<file path="src/rtl/cmd_replay_pkg.sv">
package cmd_replay_pkg;
  localparam int SUB_W      = 8;
  localparam int DAT_W      = 8;
  localparam int BX_W       = 12;
  localparam int DEF_PERIOD = 3564;

  typedef struct packed {
    logic [SUB_W-1:0] sub;
    logic [DAT_W-1:0] dat;
    logic [BX_W-1:0]  ofs;
  } cmd_t;
endpackage

</file>
<file path="src/rtl/cmd_table.sv">
module cmd_table
  import cmd_replay_pkg::*;
#(
  parameter int N_CMD = 32,
  localparam int IDX_W = $clog2(N_CMD)
) (
  input  logic             clk_i,
  input  logic             rst_ni,
  input  logic             we_i,
  input  logic [IDX_W-1:0] wr_idx_i,
  input  cmd_t             wr_data_i,
  input  logic [IDX_W-1:0] rd_idx_i,
  output cmd_t             rd_data_o
);
  cmd_t mem_q [N_CMD];

  always_ff @(posedge clk_i or negedge rst_ni) begin
    if (!rst_ni) begin
      for (int i = 0; i < N_CMD; i++) mem_q[i] <= '0;
    end else begin
      for (int i = 0; i < N_CMD; i++)
        if (we_i && wr_idx_i == IDX_W'(i)) mem_q[i] <= wr_data_i;
    end
  end

  assign rd_data_o = mem_q[rd_idx_i];

  p_wr_store_r9: assert property (@(posedge clk_i) disable iff (!rst_ni)
    we_i |=> mem_q[$past(wr_idx_i)] == $past(wr_data_i));
endmodule

</file>
<file path="src/rtl/turn_timer.sv">
module turn_timer
  import cmd_replay_pkg::*;
(
  input  logic            clk_i,
  input  logic            rst_ni,
  input  logic            run_i,
  input  logic [BX_W-1:0] period_i,
  output logic [BX_W-1:0] slot_o,
  output logic            turn_start_o,
  output logic            turn_o
);
  logic [BX_W-1:0] slot_q;
  logic            turn_q;

  assign turn_start_o = run_i && (slot_q == '0);

  always_ff @(posedge clk_i or negedge rst_ni) begin
    if (!rst_ni) begin
      slot_q <= '0;
      turn_q <= 1'b0;
    end else begin
      turn_q <= turn_start_o;
      if (!run_i)                                slot_q <= '0;
      else if (slot_q >= period_i - BX_W'(1))    slot_q <= '0;
      else                                       slot_q <= slot_q + BX_W'(1);
    end
  end

  assign slot_o = slot_q;
  assign turn_o = turn_q;

  // period is never below 2, so pulses never touch
  p_turn_gap_r2: assert property (@(posedge clk_i) disable iff (!rst_ni)
    turn_q |=> !turn_q);
endmodule

</file>
<file path="src/rtl/seq_player.sv">
module seq_player
  import cmd_replay_pkg::*;
#(
  parameter int N_CMD = 32,
  localparam int IDX_W = $clog2(N_CMD),
  localparam int CNT_W = $clog2(N_CMD + 1)
) (
  input  logic             clk_i,
  input  logic             rst_ni,
  input  logic             run_i,
  input  logic             turn_start_i,
  input  logic [BX_W-1:0]  slot_i,
  input  logic [CNT_W-1:0] count_i,
  input  logic             repeat_i,
  input  logic             start_i,
  output logic [IDX_W-1:0] rd_idx_o,
  input  cmd_t             rd_data_i,
  output logic             valid_o,
  output logic [SUB_W-1:0] sub_o,
  output logic [DAT_W-1:0] dat_o,
  output logic             busy_o
);
  logic [IDX_W-1:0] ptr_q;
  logic             playing_q, armed_q;
  logic             launch, run, hit, last;
  logic [IDX_W-1:0] idx;

  assign launch   = turn_start_i && (count_i != '0) && (repeat_i || armed_q);
  assign run      = launch || (playing_q && !turn_start_i);
  assign idx      = launch ? '0 : ptr_q;
  assign rd_idx_o = idx;
  assign hit      = run && (slot_i >= rd_data_i.ofs);
  assign last     = CNT_W'(idx) == count_i - CNT_W'(1);

  always_ff @(posedge clk_i or negedge rst_ni) begin
    if (!rst_ni) begin
      ptr_q     <= '0;
      playing_q <= 1'b0;
      armed_q   <= 1'b0;
      valid_o   <= 1'b0;
      sub_o     <= '0;
      dat_o     <= '0;
    end else begin
      // a turn start consumes the arm, even with count 0
      armed_q <= !repeat_i && ((armed_q && !turn_start_i) || start_i);
      if (!run_i) begin
        playing_q <= 1'b0;
        ptr_q     <= '0;
        valid_o   <= 1'b0;
      end else begin
        playing_q <= run && !(hit && last);
        ptr_q     <= !run ? '0 : (hit ? idx + IDX_W'(1) : idx);
        valid_o   <= hit;
        if (hit) begin
          sub_o <= rd_data_i.sub;
          dat_o <= rd_data_i.dat;
        end
      end
    end
  end

  assign busy_o = armed_q | playing_q;

  p_ptr_bound_r4: assert property (@(posedge clk_i) disable iff (!rst_ni)
    playing_q |-> CNT_W'(ptr_q) < count_i);
endmodule

</file>
<file path="src/rtl/cmd_replay_gen.sv">
module cmd_replay_gen
  import cmd_replay_pkg::*;
#(
  parameter int N_CMD      = 32,
  parameter int RST_PERIOD = DEF_PERIOD,
  localparam int IDX_W = $clog2(N_CMD),
  localparam int CNT_W = $clog2(N_CMD + 1)
) (
  input  logic             clk_i,
  input  logic             rst_ni,
  input  logic             link_lost_i,
  input  logic             cfg_we_i,
  input  logic [BX_W-1:0]  cfg_period_i,
  input  logic [CNT_W-1:0] cfg_count_i,
  input  logic             cfg_repeat_i,
  input  logic             tbl_we_i,
  input  logic [IDX_W-1:0] tbl_idx_i,
  input  logic [SUB_W-1:0] tbl_sub_i,
  input  logic [DAT_W-1:0] tbl_dat_i,
  input  logic [BX_W-1:0]  tbl_ofs_i,
  input  logic             start_i,
  output logic             turn_o,
  output logic             msg_valid_o,
  output logic [SUB_W-1:0] msg_sub_o,
  output logic [DAT_W-1:0] msg_dat_o,
  output logic             busy_o
);
  logic [BX_W-1:0]  period_q;
  logic [CNT_W-1:0] count_q;
  logic             repeat_q;
  logic [BX_W-1:0]  slot;
  logic             turn_start;
  logic [IDX_W-1:0] rd_idx;
  cmd_t             rd_data, wr_data;

  always_ff @(posedge clk_i or negedge rst_ni) begin
    if (!rst_ni) begin
      period_q <= BX_W'(RST_PERIOD);
      count_q  <= '0;
      repeat_q <= 1'b0;
    end else if (cfg_we_i) begin
      period_q <= (cfg_period_i < BX_W'(2)) ? BX_W'(2) : cfg_period_i;
      count_q  <= (cfg_count_i > CNT_W'(N_CMD)) ? CNT_W'(N_CMD) : cfg_count_i;
      repeat_q <= cfg_repeat_i;
    end
  end

  assign wr_data = '{sub: tbl_sub_i, dat: tbl_dat_i, ofs: tbl_ofs_i};

  cmd_table #(.N_CMD(N_CMD)) u_table (
    .clk_i, .rst_ni,
    .we_i      (tbl_we_i),
    .wr_idx_i  (tbl_idx_i),
    .wr_data_i (wr_data),
    .rd_idx_i  (rd_idx),
    .rd_data_o (rd_data)
  );

  turn_timer u_timer (
    .clk_i, .rst_ni,
    .run_i        (link_lost_i),
    .period_i     (period_q),
    .slot_o       (slot),
    .turn_start_o (turn_start),
    .turn_o       (turn_o)
  );

  seq_player #(.N_CMD(N_CMD)) u_player (
    .clk_i, .rst_ni,
    .run_i        (link_lost_i),
    .turn_start_i (turn_start),
    .slot_i       (slot),
    .count_i      (count_q),
    .repeat_i     (repeat_q),
    .start_i      (start_i),
    .rd_idx_o     (rd_idx),
    .rd_data_i    (rd_data),
    .valid_o      (msg_valid_o),
    .sub_o        (msg_sub_o),
    .dat_o        (msg_dat_o),
    .busy_o       (busy_o)
  );

  p_silent_link_r1: assert property (@(posedge clk_i) disable iff (!rst_ni)
    !link_lost_i |=> !turn_o && !msg_valid_o);
endmodule

</file>
<file path="config.mk">
export PLATFORM = sky130hd
export DESIGN_NAME = cmd_replay_gen
export DESIGN_NICKNAME = d
export VERILOG_FILES = /design/src/rtl/cmd_replay_pkg.sv /design/src/rtl/cmd_table.sv /design/src/rtl/turn_timer.sv /design/src/rtl/seq_player.sv /design/src/rtl/cmd_replay_gen.sv
export SDC_FILE = /design/constraint.sdc
export NUM_CORES = 2
export LEC_CHECK = 0
export ABC_CLOCK_PERIOD_IN_PS = 10500
export BUFFER_PORTS_ARGS = -buffer_cell sky130_fd_sc_hd__buf_2
export CAP_MARGIN = 20
export CORE_ASPECT_RATIO = 2
export CORE_MARGIN = 4
export CORE_UTILIZATION = 50
export DETAILED_ROUTE_END_ITERATION = 8
export PLACE_DENSITY = 0.72
export SLEW_MARGIN = 20
export SYNTH_ARGS = -nofsm -noshare
export SYNTH_HDL_FRONTEND = slang
export SYNTH_SLANG_ARGS = --single-unit
export TNS_END_PERCENT = 50
</file>
<file path="constraint.sdc">
create_clock -name clk_i -period 10.5 [get_ports clk_i]
set_input_delay 2.1 -clock clk_i [delete_from_list [all_inputs] [get_ports clk_i]]
set_output_delay 2.1 -clock clk_i [all_outputs]
set_load 0.02 [all_outputs]
</file>
== Word-level counts from Yosys, hierarchy flattened ==
Index checks and enable logic that the tools add are counted.

* ROM bits: 0
* Bits in writable memories: 0
* Latch bits: 0
* Output and inout port bits: 19
* Memories kept: 0
* Logic and storage cells: 214
* Flip-flop bits (word level): 952

* Mux-type cells: 13
* $lt $le $gt $ge: 5
* Equal/unequal tests: 32
* Multipliers: 0
* Add/sub/neg operators: 4
* Shifts and indexed selects: 0
* Reductions and logical operators: 51
* Div/mod/pow operators: 0
* Bitwise gates (word level): 2

{| class="wikitable"
|+ Operators with widths
! operator !! number
|-
| 28-bit binary-select mux with 5-bit select || 1
|-
| 5-bit equality test, second input constant || 16
|-
| 28-bit 2-to-1 mux || 2
|-
| 1-bit logical AND || 41
|-
| 5-bit by 4-bit equality test with 1-bit output, second input constant || 8
|-
| 12-bit 2-to-1 mux || 3
|-
| 12-bit greater-or-equal comparator || 2
|-
| 5-bit by 3-bit equality test with 1-bit output, second input constant || 4
|-
| 5-bit 2-to-1 mux || 4
|-
| 12-bit by 1-bit adder with 12-bit output, second input constant || 1
|-
| 12-bit zero test || 1
|-
| 12-bit by 2-bit less-than comparator with 1-bit output, second input constant || 1
|-
| 12-bit by 1-bit subtractor with 12-bit output, second input constant || 1
|-
| 5-bit by 2-bit equality test with 1-bit output, second input constant || 2
|-
| 5-bit by 6-bit equality test with 1-bit output || 1
|-
| 6-bit greater-or-equal comparator, second input constant || 1
|-
| 6-bit > comparator, second input constant || 1
|-
| 6-bit 2-to-1 mux || 1
|-
| 5-bit inverter with 6-bit output || 1
|-
| 6-bit nonzero test || 1
|-
| 6-bit by 1-bit subtractor with 6-bit output, second input constant || 1
|-
| 5-bit by 1-bit adder with 5-bit output, second input constant || 1
|-
| 5-bit by 1-bit equality test with 1-bit output, second input constant || 1
|-
| 5-bit zero test || 1
|-
| other kinds (5) || 10
|}

== Longest topological paths before layout ==
* Depth after elaboration: 15
* Gate-level depth with buffers: 24
* Depth with buffers taken out: 18

== Cells and area by module ==
From an unflattened synthesis, not the netlist that was laid out.

* Cell total of the unflattened synthesis: 3,347
* Area, all modules: 44,726.6 µm²

{| class="wikitable"
|+ Modules (own cells, without submodules)
! module !! seq. area each (µm²) !! area each (µm²) !! times used !! cells an instance
|-
| cmd_table || 22,421.5 || 41,207.0 || 1 || 3,012
|-
| seq_player || 600.6 || 1,684.1 || 1 || 165
|-
| turn_timer || 325.3 || 1,054.8 || 1 || 114
|-
| cmd_replay_gen || 485.5 || 780.7 || 1 || 56
|}

== Worst setup path before layout ==
No wires, ideal clock.

* Path type: input port to flip-flop
* From: input port link_lost_i
* To: register u_player.dat_o[0]
* Required time: 10.405 ns
* Path buffers: 5
* Setup slack: 5.038 ns
* Arrival time: 5.367 ns
* Library setup time: 0.095 ns
* Cell stages on the path: 21
* Path through: nor4b_2 -> nand3_1 -> buf_4 -> clkinv_4 -> buf_8 -> a211oi_4 -> buf_6 -> a221oi_1 -> nand2_1 -> a32o_1 -> a222oi_1 -> ha_1 -> a21o_1 -> a211o_1 -> a211oi_1 -> o21a_1 -> or3_1 -> clkbuf_1 -> buf_2 -> nand2_1 -> o31ai_1

* Longest elaborated chain between the ends: 11
* Elaborated cells on any way between the ends: 14
* Those cells by class: 1 x order compare; 4 x mux; 1 x bitwise; 8 x reduce/logical

{| class="wikitable"
|+ Ends and longest elaborated chain
! what !! RTL line !! text
|-
| from (decl) || cmd_replay_gen.sv:11 || <nowiki>input logic link_lost_i,</nowiki>
|-
| 1-bit logical AND * || turn_timer.sv:15 || <nowiki>assign turn_start_o = run_i && (slot_q == '0);</nowiki>
|-
| named net turn_start || cmd_replay_gen.sv:32 || <nowiki>logic turn_start;</nowiki>
|-
| 1-bit logical AND (2 in series) || seq_player.sv:28 || <nowiki>assign launch = turn_start_i && (count_i != '0) && (repeat_i || armed_q);</nowiki>
|-
| 5-bit 2-to-1 mux || seq_player.sv:30 || <nowiki>assign idx = launch ? '0 : ptr_q;</nowiki>
|-
| 5-bit inverter with 6-bit output (implied by the code) || cmd_table.sv:26 || <nowiki>assign rd_data_o = mem_q[rd_idx_i];</nowiki>
|-
| 28-bit binary-select mux with 5-bit select || cmd_table.sv:26 ||
|-
| 28-bit 2-to-1 mux (implied by the code) (2 in series) || cmd_table.sv:26 ||
|-
| 12-bit greater-or-equal comparator || seq_player.sv:32 || <nowiki>assign hit = run && (slot_i >= rd_data_i.ofs);</nowiki>
|-
| 1-bit logical AND || seq_player.sv:32 ||
|-
| 2-bit AND reduction (no source line) || - ||
|-
| to (signal assigned) || seq_player.sv:56 || <nowiki>dat_o <= rd_data_i.dat;</nowiki>
|-
| to (decl) || seq_player.sv:20 || <nowiki>output logic [DAT_W-1:0] dat_o,</nowiki>
|}

The timed path passes the listed nets; every way through them passes the cells marked *. The select of a mux whose other input is x is not followed.
A chain may end at the register's enable or synchronous reset.

== Worst setup path after layout ==
* From: input port link_lost_i
* To: register u_player.dat_o[5]

* Longest elaborated chain between the ends: 11
* Elaborated cells on any way between the ends: 14
* Those cells by class: 1 x order compare; 4 x mux; 1 x bitwise; 8 x reduce/logical

{| class="wikitable"
|+ Ends and longest elaborated chain
! what !! RTL line
|-
| 1-bit logical AND || turn_timer.sv:15
|-
| 1-bit logical AND (2 in series) || seq_player.sv:28
|-
| 5-bit 2-to-1 mux || seq_player.sv:30
|-
| 5-bit inverter with 6-bit output (implied by the code) || cmd_table.sv:26
|-
| 28-bit binary-select mux with 5-bit select || cmd_table.sv:26
|-
| 28-bit 2-to-1 mux (implied by the code) (2 in series) || cmd_table.sv:26
|-
| 12-bit greater-or-equal comparator || seq_player.sv:32
|-
| 1-bit logical AND || seq_player.sv:32
|-
| 2-bit AND reduction (no source line) || -
|}

Several ways; a longest one is shown, not always the timed one. The select of a mux whose other input is x is not followed.

==> impl_summary.md <==
Clocking
The root buffer selected by CTS is clkbuf_16. The post-cts hold buffer count is 0. The number of setup buffers added after CTS is 0. Buffers inserted during clock tree synthesis total between 80 and 90.

The clock tree synthesis step divided the H-tree into 3 levels. The clock tree from TritonCTS is built. The clock network latency to the later pin of the worst-skew pair is 0.69 ns.

The post-cts resize count is 0. Clock-pin slew was measured on the worst setup and hold paths at around 0.070 ns. The buffer levels on the longest clock path is 3. The clock net in this run drives a total of approximately 950 sinks.

Pwr
The proportion of power drawn by flip-flops and latches is 49.8%. Combinational logic burns 15.8% of the power. Dividing total power by cell area gives a power density of about 200 nW/um^2. Per report_power, the clock group accounts for 34.4% of the total. Cell internal power was estimated by the tool at 0.00708 W. In this run the static leakage power is 21.4 nW. The reported net switching power is 0.00255 W. The net switching fraction of the power is 26.5%.

The peak supply drop is 94.4 uV.

GRT
The wire length of the first global-routing pass is 189 mm. The via count of the first global-routing pass is roughly 30000. Entering global routing, the biggest net connects ~160 pins. For this run, the total global-route usage over all layers was measured as a little over a quarter. The sum of overflow across all layers after global routing is 0. The initial antenna violation count was 15.

Logic synthesis
Yosys attributes the largest share of cell area to dfrtp_1 (53%), mux2_2 (25%), mux4_2 (4.4%). Synthesis produced a netlist with a net count of 3414. After synthesis, the netlist uses 74 different library cells. The cell count after synthesis is 3327.

After synthesis, the share of flip-flops with an asynchronous set or reset is 100%. During synthesis, Yosys emitted a total of 0 warnings. The top cell type by total area after synthesis is dfrtp_1. Summing the sequential cell areas from Yosys gives 53.8% of the chip area.

The number of enable flip-flop cells after synthesis is 0. The most frequent cell after synthesis is mux2_2. Each instance of the synthesized netlist takes up on average 13.3 um^2. The register bit total from synthesis is about 950. The proportion of netlist area held by the largest area contributor is 53.3%. Ranked by instance count, the synthesized netlist is headed by mux2_2 (972), dfrtp_1 (944), clkbuf_1 (205). The cell area that synthesis handed to floorplanning was 44300 um^2. The dominant register cell in the synthesized netlist is dfrtp_1.

Die
The die boundary width is 218 um. The floorplan step defined a die boundary enclosing 93700 um^2. The effective utilization at floorplan is about half. The total area inside the core boundary comes to 88100 um^2. Pin placement for this block handled 77 I/O pins.

The die height is 429 um. Row generation in the floorplan step produced 154 rows.

Detailed routing
For this block, the via count after detailed routing is 28259. The first routing iteration left 1946 violations. The count of unresolved DRC violations after routing is 0. After detailed routing, the average wire length per cell comes to around 28 um.

After detailed routing, the number of vias per cell comes to 6.27. The routed wire length is 126 mm. The number of optimization iterations in the first detailed-route pass is 7. Once detail routing completed, the nets flagged for antenna violations numbered 0.

Worst setup path
Data on the critical path arrives at its endpoint at between 7 and 8 ns. The class of the most critical setup path is in2reg. The required time reported for the critical path endpoint is 11.09 ns. The most critical setup path has its startpoint at link_lost_i. The maximum fanout encountered on the critical timing path is 42. The launching element type of the critical path is a primary input.

The worst flop-to-flop path startpoint is u_timer.slot_o[0]$_DFF_PN0_. STA classifies the critical path endpoint as a flip-flop.

Placement
Routability-driven placement finished with a final weighted congestion of 0.888. The post-placement setup slack is 2.91 ns. Input and output buffers added on the ports amount to 76.

After legalization and detailed placement, the total HPWL measured 79.2 mm. Including well taps, the total number of placed cells is approximately 4400.

Job
The reported max-cap violation count is 0.

STA
The time the worst path needs with I/O delays and setup is approximately 7.0 ns. Between clock sinks in the finished design, the worst skew comes to 0.0190 ns. Setup repair after global routing left no endpoint under its margin.

The slew at the pin closest to its max-slew limit is roughly 1.2 ns. The worst slew margin relative to its limit is around 23%. The worst path uses 66.5% of the clock period. The final-report hold violation count is 0.

The final setup violation count is 0. The worst hold slack is ~0.48 ns. The summed negative setup slack over all endpoints is 0 ns. The maximum clock frequency is between 100 and 150 MHz. The count of pins over their slew limit is 0. The final worst slack is 3.52 ns.

Finish
Compared with the post-synthesis result, the final layout area differs by 9.89%. After the last flow step, the layout net total stands at 3354. At the end of the flow the core is filled with cells to 55.3%. The final cell count without fillers is 4508.

In the final layout, the share of cells above drive strength 1 is 42.3%.

Worst hold path
The worst hold path begins at u_player.sub_o[0]$_DFFE_PN0P_. The path type of the worst min-delay path is reg2reg.

Status
The run finished with clean final reports.
[cell families after synthesis]
logic type	Yosys count	synth area share, %
mux	1139	30.9
flops	952	53.8
simple gates	459	4.85
compound gates	409	6.09
buf+inv	310	2.96
xor+xnor	29	0.573
fa+ha+maj	29	0.819
[critical path, cell delays in order]
cell,delay [ns]
buf_2,0.13
nor4b_2,0.15
nand3_1,0.59
clkinv_4,0.32
a21oi_4,0.55
buf_4,0.62
mux2_2,0.40
o21ai_0,0.16
o221ai_1,0.13
a222oi_1,0.67
ha_1,0.23
o2111ai_1,0.10
a21oi_1,0.11
o21ai_0,0.09
o21a_1,0.22
or3_1,0.36
buf_4,0.26
o31ai_1,0.32
[layer usage]
| layer | vias to the layer above | routed length [um] | track usage (%) |
|---|---|---|---|
| li1 | 12013 | - | - |
| met1 | 14892 | 45400 | 31.1 |
| met2 | 954 | 65800 | 47.3 |
| met3 | 398 | 5810 | 3.68 |
| met4 | 2 | 8690 | 15.9 |
| met5 | - | 14 | 0 |
[state kept, by name (all words and copies together) (netlist names), 5 cells and up]
signal          count
u_table.mem_q     896
period_q           12
u_timer.slot_o     12
u_player.dat_o      8
u_player.sub_o      8
count_q             6
u_player.ptr_q      5
[power by group through the flow]
stage          clock network, W  registers, W  logic, W
2_1_floorplan                 0       0.00472   0.00110
3_3_place_gp                  0       0.00482   0.00149
4_1_cts                 0.00336       0.00479   0.00154
6_report                0.00331       0.00480   0.00153
3_5_place_dp                  0       0.00485   0.00154
5_1_grt                 0.00351       0.00487   0.00167
[layout make-up]
cell class / instances / area [um^2]
Antenna cell: 4 / 10.0
Multi-Input combinational cell: 2065 / 19400
Fill cell: 7191 / 39400
Inverter: 22 / 87.6
Clock inverter: 37 / 488
Sequential cell: 952 / 23800
Tap cell: 1170 / 1460
Timing Repair Buffer: 143 / 960
Clock buffer: 115 / 2460
[placed cells by master, fill, tap and decap left out, types with 72 or more instances in the layout]
cell type / n
nand2_1: 166
a21oi_1: 88
nor2_1: 72
dfrtp_1: 942
mux4_2: 86
mux2i_1: 81
buf_2: 75
mux2_2: 972
o21ai_0: 89
clkbuf_16: 85
[path summary, 6_finish.rpt]
path / to / slack [ns] / depth (start not counted)
hold / removal: u_player.sub_o[0]$_DFFE_PN0P_ / 0.48 / 2
max in group asynchronous: u_table.mem_q[796]$_DFFE_PN0P_ / 6.89 / 3
setup reg to reg: u_player.dat_o[5]$_DFFE_PN0P_ / 4.32 / 19
setup / recovery: u_player.dat_o[5]$_DFFE_PN0P_ / 3.52 / 18
min in group asynchronous: period_q[1]$_DFFE_PN0P_ / 1.38 / 1
hold reg to reg: u_player.sub_o[0]$_DFFE_PN0P_ / 0.48 / 2
[per-stage QoR]
step / total power, W / area, um^2
after detailed placement: 0.00639 / 45700
after global routing: 0.0100 / 48700
after CTS: 0.00969 / 48700
final: 0.00963 / 48700
after global placement: 0.00631 / 45700
after floorplan: 0.00583 / 44300
No activity file was read; power rests on OpenSTA's default activity.
